===== config.mk =====
export PLATFORM = sky130hd
export DESIGN_NAME = trace_buf
export DESIGN_NICKNAME = d
export VERILOG_FILES = /design/src/rtl/trace_buf_pkg.sv /design/src/rtl/trace_buf_mem.sv /design/src/rtl/trace_buf_wr.sv /design/src/rtl/trace_buf_ckpt.sv /design/src/rtl/trace_buf_rd.sv /design/src/rtl/trace_buf.sv
export SDC_FILE = /design/constraint.sdc
export NUM_CORES = 2
export LEC_CHECK = 0
export ABC_CLOCK_PERIOD_IN_PS = 4600
export BUFFER_PORTS_ARGS = -buffer_cell sky130_fd_sc_hd__buf_2
export CAP_MARGIN = 0
export CELL_PAD_IN_SITES_DETAIL_PLACEMENT = 0
export CELL_PAD_IN_SITES_GLOBAL_PLACEMENT = 1
export CORE_ASPECT_RATIO = 1.25
export CORE_UTILIZATION = 25
export CTS_CLUSTER_SIZE = 8
export DETAILED_ROUTE_END_ITERATION = 10
export GPL_TIMING_DRIVEN = 1
export PLACE_DENSITY = 0.48
export SLEW_MARGIN = 20
export SYNTH_ARGS = -nofsm -noshare
export SYNTH_HDL_FRONTEND = slang
export SYNTH_SLANG_ARGS = --single-unit

===== constraint.sdc =====
create_clock -name clk_i -period 4.6 [get_ports clk_i]
set_clock_uncertainty 0.2 [all_clocks]
set_input_delay 0.92 -clock clk_i [delete_from_list [all_inputs] [get_ports clk_i]]
set_output_delay 0.92 -clock clk_i [all_outputs]
set_load 0.05 [all_outputs]

===== src/rtl/trace_buf_pkg.sv =====
package trace_buf_pkg;
  localparam int unsigned TB_DEPTH      = 256;
  localparam int unsigned TB_DW         = 8;
  localparam int unsigned TB_RW         = 32;
  localparam int unsigned TB_ADDR_BYTES = 4;
endpackage


===== src/rtl/trace_buf_mem.sv =====
module trace_buf_mem #(
  parameter int unsigned DEPTH = 256,
  parameter int unsigned DW    = 8,
  localparam int unsigned AW   = $clog2(DEPTH)
) (
  input  logic          clk_i,
  input  logic          we_i,
  input  logic [AW-1:0] waddr_i,
  input  logic [DW-1:0] wdata_i,
  input  logic [AW-1:0] raddr_i,
  output logic [DW-1:0] rdata_o
);
  logic [DW-1:0] mem_q [DEPTH];

  // contents are deliberately left out of reset
  always_ff @(posedge clk_i) begin
    if (we_i) mem_q[waddr_i] <= wdata_i;
  end

  assign rdata_o = mem_q[raddr_i];
endmodule


===== src/rtl/trace_buf_wr.sv =====
module trace_buf_wr #(
  parameter int unsigned DEPTH      = 256,
  parameter int unsigned DW         = 8,
  parameter int unsigned ADDR_BYTES = 4,
  localparam int unsigned AW        = $clog2(DEPTH),
  localparam int unsigned CW        = $clog2(DEPTH + 1),
  localparam int unsigned PW        = $clog2(ADDR_BYTES + 1)
) (
  input  logic          clk_i,
  input  logic          rst_ni,
  input  logic          cap_en_i,
  input  logic          wrap_i,
  input  logic          in_valid_i,
  input  logic [DW-1:0] in_data_i,
  input  logic          in_addr_i,
  input  logic          in_ind_i,
  input  logic          in_chk_i,
  output logic          we_o,
  output logic [AW-1:0] waddr_o,
  output logic [DW-1:0] wdata_o,
  output logic [AW-1:0] wptr_nxt_o,
  output logic          chk_set_o,
  output logic [AW-1:0] chk_idx_o,
  output logic          full_o
);
  logic [AW-1:0] wptr_q, wptr_d, acur_q, acur_d;
  logic [CW-1:0] cnt_q, cnt_d, len;
  logic [PW-1:0] pend_q, pend_d;
  logic          full_q, full_d, drop_q, drop_d;
  logic          msg_in, adr_in, fits;
  logic [CW:0]   room_sum;

  always_comb begin
    msg_in   = cap_en_i & in_valid_i & ~in_addr_i;
    adr_in   = cap_en_i & in_valid_i & in_addr_i & (pend_q != '0);
    len      = in_ind_i ? CW'(ADDR_BYTES + 1) : CW'(1);
    room_sum = {1'b0, cnt_q} + {1'b0, len};
    fits     = wrap_i | (~full_q & (room_sum <= (CW+1)'(DEPTH)));

    wptr_d  = wptr_q;
    acur_d  = acur_q;
    cnt_d   = cnt_q;
    pend_d  = pend_q;
    full_d  = full_q;
    drop_d  = drop_q;
    we_o    = 1'b0;
    waddr_o = wptr_q;
    wdata_o = in_data_i;

    if (msg_in) begin
      // a new message always closes any open address slots
      pend_d = in_ind_i ? PW'(ADDR_BYTES) : '0;
      acur_d = wptr_q;
      drop_d = ~fits;
      if (fits) begin
        we_o    = 1'b1;
        waddr_o = wptr_q + (in_ind_i ? AW'(ADDR_BYTES) : '0);
        wptr_d  = wptr_q + AW'(len);
        if (!wrap_i) begin
          cnt_d = cnt_q + len;
          if (cnt_d == CW'(DEPTH)) full_d = 1'b1;
        end
      end else begin
        full_d = 1'b1;
      end
    end else if (adr_in) begin
      pend_d = pend_q - 1'b1;
      acur_d = acur_q + 1'b1;
      if (!drop_q) begin
        we_o    = 1'b1;
        waddr_o = acur_q;
      end
    end
  end

  always_ff @(posedge clk_i or negedge rst_ni) begin
    if (!rst_ni) begin
      wptr_q <= '0;
      acur_q <= '0;
      cnt_q  <= '0;
      pend_q <= '0;
      full_q <= 1'b0;
      drop_q <= 1'b0;
    end else begin
      wptr_q <= wptr_d;
      acur_q <= acur_d;
      cnt_q  <= cnt_d;
      pend_q <= pend_d;
      full_q <= full_d;
      drop_q <= drop_d;
    end
  end

  assign wptr_nxt_o = wptr_d;
  assign chk_set_o  = msg_in & fits & in_chk_i;
  assign chk_idx_o  = wptr_q;
  assign full_o     = full_q;
endmodule


===== src/rtl/trace_buf_ckpt.sv =====
module trace_buf_ckpt #(
  parameter int unsigned AW = 8
) (
  input  logic          clk_i,
  input  logic          rst_ni,
  input  logic          set_i,
  input  logic [AW-1:0] idx_i,
  output logic [AW-1:0] ck0_o,
  output logic [AW-1:0] ck1_o
);
  always_ff @(posedge clk_i or negedge rst_ni) begin
    if (!rst_ni) begin
      ck0_o <= '0;
      ck1_o <= '0;
    end else if (set_i) begin
      ck1_o <= ck0_o;
      ck0_o <= idx_i;
    end
  end
endmodule


===== src/rtl/trace_buf_rd.sv =====
module trace_buf_rd #(
  parameter int unsigned AW = 8
) (
  input  logic          clk_i,
  input  logic          rst_ni,
  input  logic          cap_en_i,
  input  logic          wrap_i,
  input  logic          rd_en_i,
  input  logic [AW-1:0] wptr_nxt_i,
  output logic [AW-1:0] rptr_o
);
  // while capturing, keep the pointer parked on the drain start
  always_ff @(posedge clk_i or negedge rst_ni) begin
    if (!rst_ni)       rptr_o <= '0;
    else if (cap_en_i) rptr_o <= wrap_i ? wptr_nxt_i : '0;
    else if (rd_en_i)  rptr_o <= rptr_o + 1'b1;
  end
endmodule


===== src/rtl/trace_buf.sv =====
module trace_buf
  import trace_buf_pkg::*;
#(
  parameter int unsigned DEPTH      = TB_DEPTH,
  parameter int unsigned DW         = TB_DW,
  parameter int unsigned RW         = TB_RW,
  parameter int unsigned ADDR_BYTES = TB_ADDR_BYTES,
  localparam int unsigned AW        = $clog2(DEPTH)
) (
  input  logic          clk_i,
  input  logic          rst_ni,
  input  logic          cap_en_i,
  input  logic          wrap_i,
  input  logic          in_valid_i,
  input  logic [DW-1:0] in_data_i,
  input  logic          in_addr_i,
  input  logic          in_ind_i,
  input  logic          in_chk_i,
  input  logic          rd_en_i,
  output logic [RW-1:0] rd_data_o,
  output logic          full_o,
  output logic [AW-1:0] chkpt0_o,
  output logic [AW-1:0] chkpt1_o
);
  logic          we;
  logic [AW-1:0] waddr, wptr_nxt, chk_idx, rptr;
  logic [DW-1:0] wdata, rbyte;
  logic          chk_set;

  trace_buf_wr #(.DEPTH(DEPTH), .DW(DW), .ADDR_BYTES(ADDR_BYTES)) i_wr (
    .clk_i, .rst_ni, .cap_en_i, .wrap_i, .in_valid_i, .in_data_i,
    .in_addr_i, .in_ind_i, .in_chk_i,
    .we_o(we), .waddr_o(waddr), .wdata_o(wdata), .wptr_nxt_o(wptr_nxt),
    .chk_set_o(chk_set), .chk_idx_o(chk_idx), .full_o(full_o)
  );

  trace_buf_mem #(.DEPTH(DEPTH), .DW(DW)) i_mem (
    .clk_i, .we_i(we), .waddr_i(waddr), .wdata_i(wdata),
    .raddr_i(rptr), .rdata_o(rbyte)
  );

  trace_buf_ckpt #(.AW(AW)) i_ckpt (
    .clk_i, .rst_ni, .set_i(chk_set), .idx_i(chk_idx),
    .ck0_o(chkpt0_o), .ck1_o(chkpt1_o)
  );

  trace_buf_rd #(.AW(AW)) i_rd (
    .clk_i, .rst_ni, .cap_en_i, .wrap_i, .rd_en_i,
    .wptr_nxt_i(wptr_nxt), .rptr_o(rptr)
  );

  assign rd_data_o = RW'(rbyte);
endmodule


# [Word level (Yosys, flattened, before mapping)]
# Memory sizes are Yosys's and may differ from the RTL's.
# Cells that the tools add are included.
[op_classes] magnitude_cmp=1 mux=25 shifts=0 n_bitwise=12 n_reduce_logical=5 eq_ne=3 n_addsub=7 div_mod_pow=0 mul=0
[op_table] cell="$mux W8" n=11
[op_table] cell="$add A8 B1 Y8 const B" n=2
[op_table] cell="$add A8 B8 Y8" n=2
[op_table] cell="$mux W3" n=5
[op_table] cell="$add A9 B9 Y10" n=1
[op_table] cell="$le A10 B9 Y1 const B" n=1
[op_table] cell="$add A9 B9 Y9" n=1
[op_table] cell="$eq A9 B9 Y1 const B" n=1
[op_table] cell="$mux W1" n=9
[op_table] cell="$and A1 B1 Y1" n=7
[op_table] cell="$reduce_and A3 Y1" n=2
[op_table] cell="$ne A2 B2 Y1 const B" n=2
[op_table] cell="$not A1 Y1" n=4
[op_table] cell="$reduce_bool A2 Y1" n=2
[op_table] cell="$reduce_bool A3 Y1" n=1
[op_table] cell="$sub A3 B1 Y3 const B" n=1
[op_table] cell="$or A1 B1 Y1" n=1
[word_totals] latchBits=0 input_bits=17 out_inout_bits=49 n_memories=1 romBits=0 ramBits=2048 ff_bits=54
[mem_list] name="i_mem.mem_q" depth=256 width=8 read_ports=1 rd_ports_with_merged_regs=0 wr=1 line_no="trace_buf_mem.sv:13" rtl="logic [DW-1:0] mem_q [DEPTH];"

# [Depth between registers and ports, before layout]
[depth] depth_word=9 mapped_depth=12 mapped_depth_nobuf=10

# [Hierarchy]
# From an unflattened synthesis, not the netlist that was laid out.
[unflattened] cells_unflattened=4049 hier_area_um2=82634.3
[modules_own_cells] mod="trace_buf_mem" cells_per_inst=3725 area_each_um2=79396.1 instances=1 seq_area_each_um2=61499.0
[modules_own_cells] mod="trace_buf_wr" cells_per_inst=215 area_each_um2=1958.1 instances=1 seq_area_each_um2=750.7
[modules_own_cells] mod="trace_buf_ckpt" cells_per_inst=34 area_each_um2=649.4 instances=1 seq_area_each_um2=400.4
[modules_own_cells] mod="trace_buf_rd" cells_per_inst=50 area_each_um2=446.7 instances=1 seq_area_each_um2=200.2
[modules_own_cells] mod="trace_buf" cells_per_inst=25 area_each_um2=183.9 instances=1 seq_area_each_um2=0.0

# [Worst setup path before layout]
# Ideal clock, no wire load.
[synth_timing] path_kind="register -> output" start="register i_rd.rptr_o[1]" end="output port rd_data_o[1]" arrival_time_ns=3.369 slack_ns=0.111 required_time_ns=3.480 stages_incl_launch_ff=11 path_cell_list="dfrtp_1 buf_2 clkbuf_1 buf_2 buf_1 clkbuf_1 mux4_2 mux2i_1 o22ai_1 o31ai_1 nor3_1"
[synth_via] elab_chain_cells=1
[synth_lines] element="start: declaration" line_no="trace_buf_rd.sv:10" rtl="output logic [AW-1:0] rptr_o"
[synth_lines] element="start signal: assignment" line_no="trace_buf_rd.sv:15" rtl="else if (cap_en_i) rptr_o <= wrap_i ? wptr_nxt_i : '0;"
[synth_lines] element="start signal: assignment" line_no="trace_buf_rd.sv:16" rtl="else if (rd_en_i) rptr_o <= rptr_o + 1'b1;"
[synth_lines] element="$mem_v2 Z256 W8"
[synth_lines] element="end: declaration" line_no="trace_buf.sv:20" rtl="output logic [RW-1:0] rd_data_o,"
# Every way passes these cells.

# [Final worst setup path]
[layout_timing] start="register i_rd.rptr_o[0]" end="output port rd_data_o[1]"
# Same word-level chain as after synthesis.

==> impl_metrics.py <==
metrics = {
    "sta": {
        "slew_headroom_pct": 19.4,
        "finalSetupViolCount": 8,
        "fmax_ghz": 0.193,
        "tightestPinTransition_ps": 1210,
        "finalHoldViolations": 0,
        "maxSlewViolCount": 0,
        "final.setup.tns_ps": -4530,
        "final.min_clock_period_ps": 5190,
        "rsz0062_at_grt": "yes",
        "period_share_pct": 113,
        "finalWorstSetupSlack_ps": -592,
    },
    "logic_synthesis": {
        "synth_edf_count": 2048,
        "netlist_area_um2": 82700,
        "synth-seq-cells": 2102,
        "ys_seq_area_share_pct": 76.0,
        "syn_inst": 3657,
        "yosysWarnings": 0,
        "avgSynthCellArea_um2": 22.6,
        "async_flop_share_pct": 2.57,
        "synth_flop_cell": "edfxtp_1",
        "synthDistinctLibCells": 70,
    },
    "critical_path": {
        "critical_path.max_stage_delay_ps": 600,
        "cp.arrival_ps": 4070,
        "cp_max_fo": 6,
        "rr_worst_depth": 12,
        "critPathSlowestCell": "mux4_2",
        "cp.required_ps": 3480,
        "cp-end-kind": "output pin",
        "criticalPathCategory": "register to output pin",
        "crit_end": "rd_data_o[1]",
        "path_cells": "buf_12, buf_12, buf_16, buf_4, buf_6, mux4_2, mux4_2, mux4_2, nor3_4, nor3_4, buf_6",
        "r2r-start": "i_wr.cnt_q[2]$_DFFE_PN0P_",
        "start_kind": "register",
        "crit_start": "i_rd.rptr_o[0]$_DFFE_PN0P_",
        "path_common_cell": "mux4_2",
        "r2r_slack_ps": 720,
        "r2r-end": "i_mem.mem_q[73][7]$_DFFE_PP_",
    },
    "routing": {
        "via_per_inst": 4.49,
        "dr.pass1.iters": 7,
        "ant_nets": 0,
        "avgRoutedWirePerCell_um": 26.5,
        "finalWirelength_mm": 236,
        "num_vias": 39987,
        "drc": 0,
        "drt_iter0_drc": 3167,
    },
    "placement": {
        "place_congestion": 0.763,
        "dp_slack_ps": -599,
        "place_hpwl_mm": 148,
        "io_buffers": 41,
    },
    "clock_tree": {
        "cts_buffers": 305,
        "clk_pin_slew_ps": 50,
        "cts_buffer_depth": 4,
        "clock_latency_ps": 830,
        "cts_tree": "done",
        "h-tree-depth": 5,
        "cts_sinks": 2102,
        "root_buffer": "clkbuf_16",
    },
    "power": {
        "comb_power_share_pct": 23.0,
        "power_per_cell_area_nw_per_um2": 515,
        "p_seq_share_pct": 40.0,
        "p_leak_nw": 32.7,
        "p_int_mw": 39.2,
        "p_sw_share_pct": 26.8,
        "p_sw_mw": 14.3,
        "pwr-share-clk_pct": 37.1,
        "ir_worst_vdd_mv": 0.280,
    },
    "floorplanning": {
        "core-area_um2": 328000,
        "core.rowCount": 235,
        "initial_core_util_pct": 25.2,
        "die_h_um": 645,
        "dieArea_um2": 333000,
        "die_x_um": 516,
        "io_pins": 66,
    },
    "min_path": {
        "hold_path.class": "input port to register",
    },
    "run_status": {
        "outcome": "complete, but fails checks",
        "violations": "setup timing",
    },
    "global_routing": {
        "grt_max_degree": 135,
        "grtUsageTotal_pct": 14.1,
        "antenna_found_initial": 5,
        "grt_pass1_vias": 43238,
        "gr-total-overflow": 0,
        "grt_first_pass_wirelength_mm": 334,
    },
    "finish": {
        "fin_nets": 4502,
        "drive_gt1_share_pct": 42.0,
        "layout-area-overhead-vs-synth_pct": 25.8,
    },
    "job": {
        "cap_viol_max_count": 0,
    },
}
-- power by group through the flow --
stage / clock network, mW / logic [mW] / registers (mW)
final: 19.9 / 12.3 / 21.4
after global routing: 21.0 / 12.9 / 21.4
after CTS: 20.4 / 12.2 / 21.4
after detailed placement: 0 / 11.3 / 21.8
after global placement: 0 / 11.3 / 21.8
after floorplan: 0 / 6.36 / 21.7
-- stage by stage --
step / util [%] / power, mW / cell area (µm²) / instances / hold WS (ps)
after floorplan: - / 28.1 / 82800 / 3680 / 261
after global placement: 28.6 / 33.1 / 93900 / 8453 / 278
after detailed placement: 28.6 / 33.1 / 93900 / 8453 / 295
after CTS: 31.4 / 54.0 / 103000 / 8849 / 247
after global routing: 31.7 / 55.4 / 104000 / 8896 / 256
final: 31.7 / 53.6 / 104000 / 8898 / 283
-- worst max-delay path, delay by kind of cell (launching register included) --
family	cells	cell delay, ps
buffers and inverters	6	900
and+or+nand+nor	2	260
muxes	3	1590
DFF	1	500
-- how the worst min path moves through the flow --
stage                                      startpoint  slack (ps)                            to  cells past startpoint
after floorplan            i_wr.pend_q[0]$_DFFE_PN0P_         260    i_wr.pend_q[0]$_DFFE_PN0P_                      1
after detailed placement  i_ckpt.ck1_o[7]$_DFFE_PN0P_         300   i_ckpt.ck1_o[7]$_DFFE_PN0P_                      1
after CTS                                      wrap_i         250    i_rd.rptr_o[5]$_DFFE_PN0P_                      3
after global placement     i_wr.pend_q[0]$_DFFE_PN0P_         280    i_wr.pend_q[0]$_DFFE_PN0P_                      1
after global routing                     in_data_i[3]         260  i_mem.mem_q[63][3]$_DFFE_PP_                      1
final                                    in_data_i[3]         280  i_mem.mem_q[63][3]$_DFFE_PP_                      1
-- logic make-up (layout without fill, tap and decap cells) --
logic type	Yosys count	in the layout	share of synthesized area (%)
buffers and inverters	249	1080	1.48
adder cells (fa/ha/maj)	10	10	0.151
AND/OR/NAND/NOR	428	428	2.78
multiplexers	684	684	17.8
other	1	27	0.00454
flip-flops	2102	2102	76.0
XOR/XNOR	22	22	0.233
AO/OA/AOI/OAI	161	161	1.55
-- placed cells by master (no fill, tap or decap), drive strengths merged, types with 32 or more instances in the layout --
cell type | Yosys | final
nand3 | 32 | 32
edfxtp | 2048 | 2048
nand2 | 45 | 45
dfrtp | 54 | 54
nor2 | 279 | 279
a22oi | 33 | 33
clkbuf | 90 | 330
buf | 151 | 725
mux2i | 41 | 41
mux4 | 625 | 625
-- synth_stat cells, types with 14 or more instances --
cell type  instances  area (µm²)
mux2i_1           41         410
a22oi_1           33         248
mux4_2           625       14100
nand4_4           16         340
nor2_2            70         438
dfrtp_1           54        1350
mux2_2            18         203
xnor2_1           14         123
nand2_1           45         169
edfxtp_1        2048       61500
buf_4             27         203
buf_2             92         460
clkbuf_1          90         338
o21ai_0           23         115
nand3_1           23         115
buf_1             22        82.6
a21oi_1           15        75.1
nor2_1           209         785
-- registers in the layout, summed over array words and instances, names as in the netlist --
name,flops
i_ckpt.ck1_o,8
i_wr.drop_q,1
i_mem.mem_q,2048
i_rd.rptr_o,8
i_wr.acur_q,8
i_wr.full_o,1
i_ckpt.ck0_o,8
i_wr.cnt_q,9
i_wr.pend_q,3
i_wr.chk_idx_o,8
-- cell type report --
cell class                 count  area [µm²]
clock inverter                14         165
multi-input combinational   1329       19200
clock buffer                 329        7940
sequential                  2102       62900
inverter                       8        30.0
tap                         4384        5490
timing repair buffer         729        8290
fill                       31309      224000
antenna                        3        7.51
-- metal layers --
layer  global-route usage, %  part of all wire (%)
met1                    17.3                    40
met2                    25.5                    53
met3                    1.99                   3.7
met4                    3.76                   2.4
met5                       0                     0
-- repair_timing --
action	in CTS	in global routing
resized for setup	121	59
endpoints found under the setup margin	8	8
hold buffers	1	0
hold endpoints to repair	8	0
pin swaps	9	17
gates cloned	7	1
setup buffers	46	45
(Power assumes the default switching activity.)
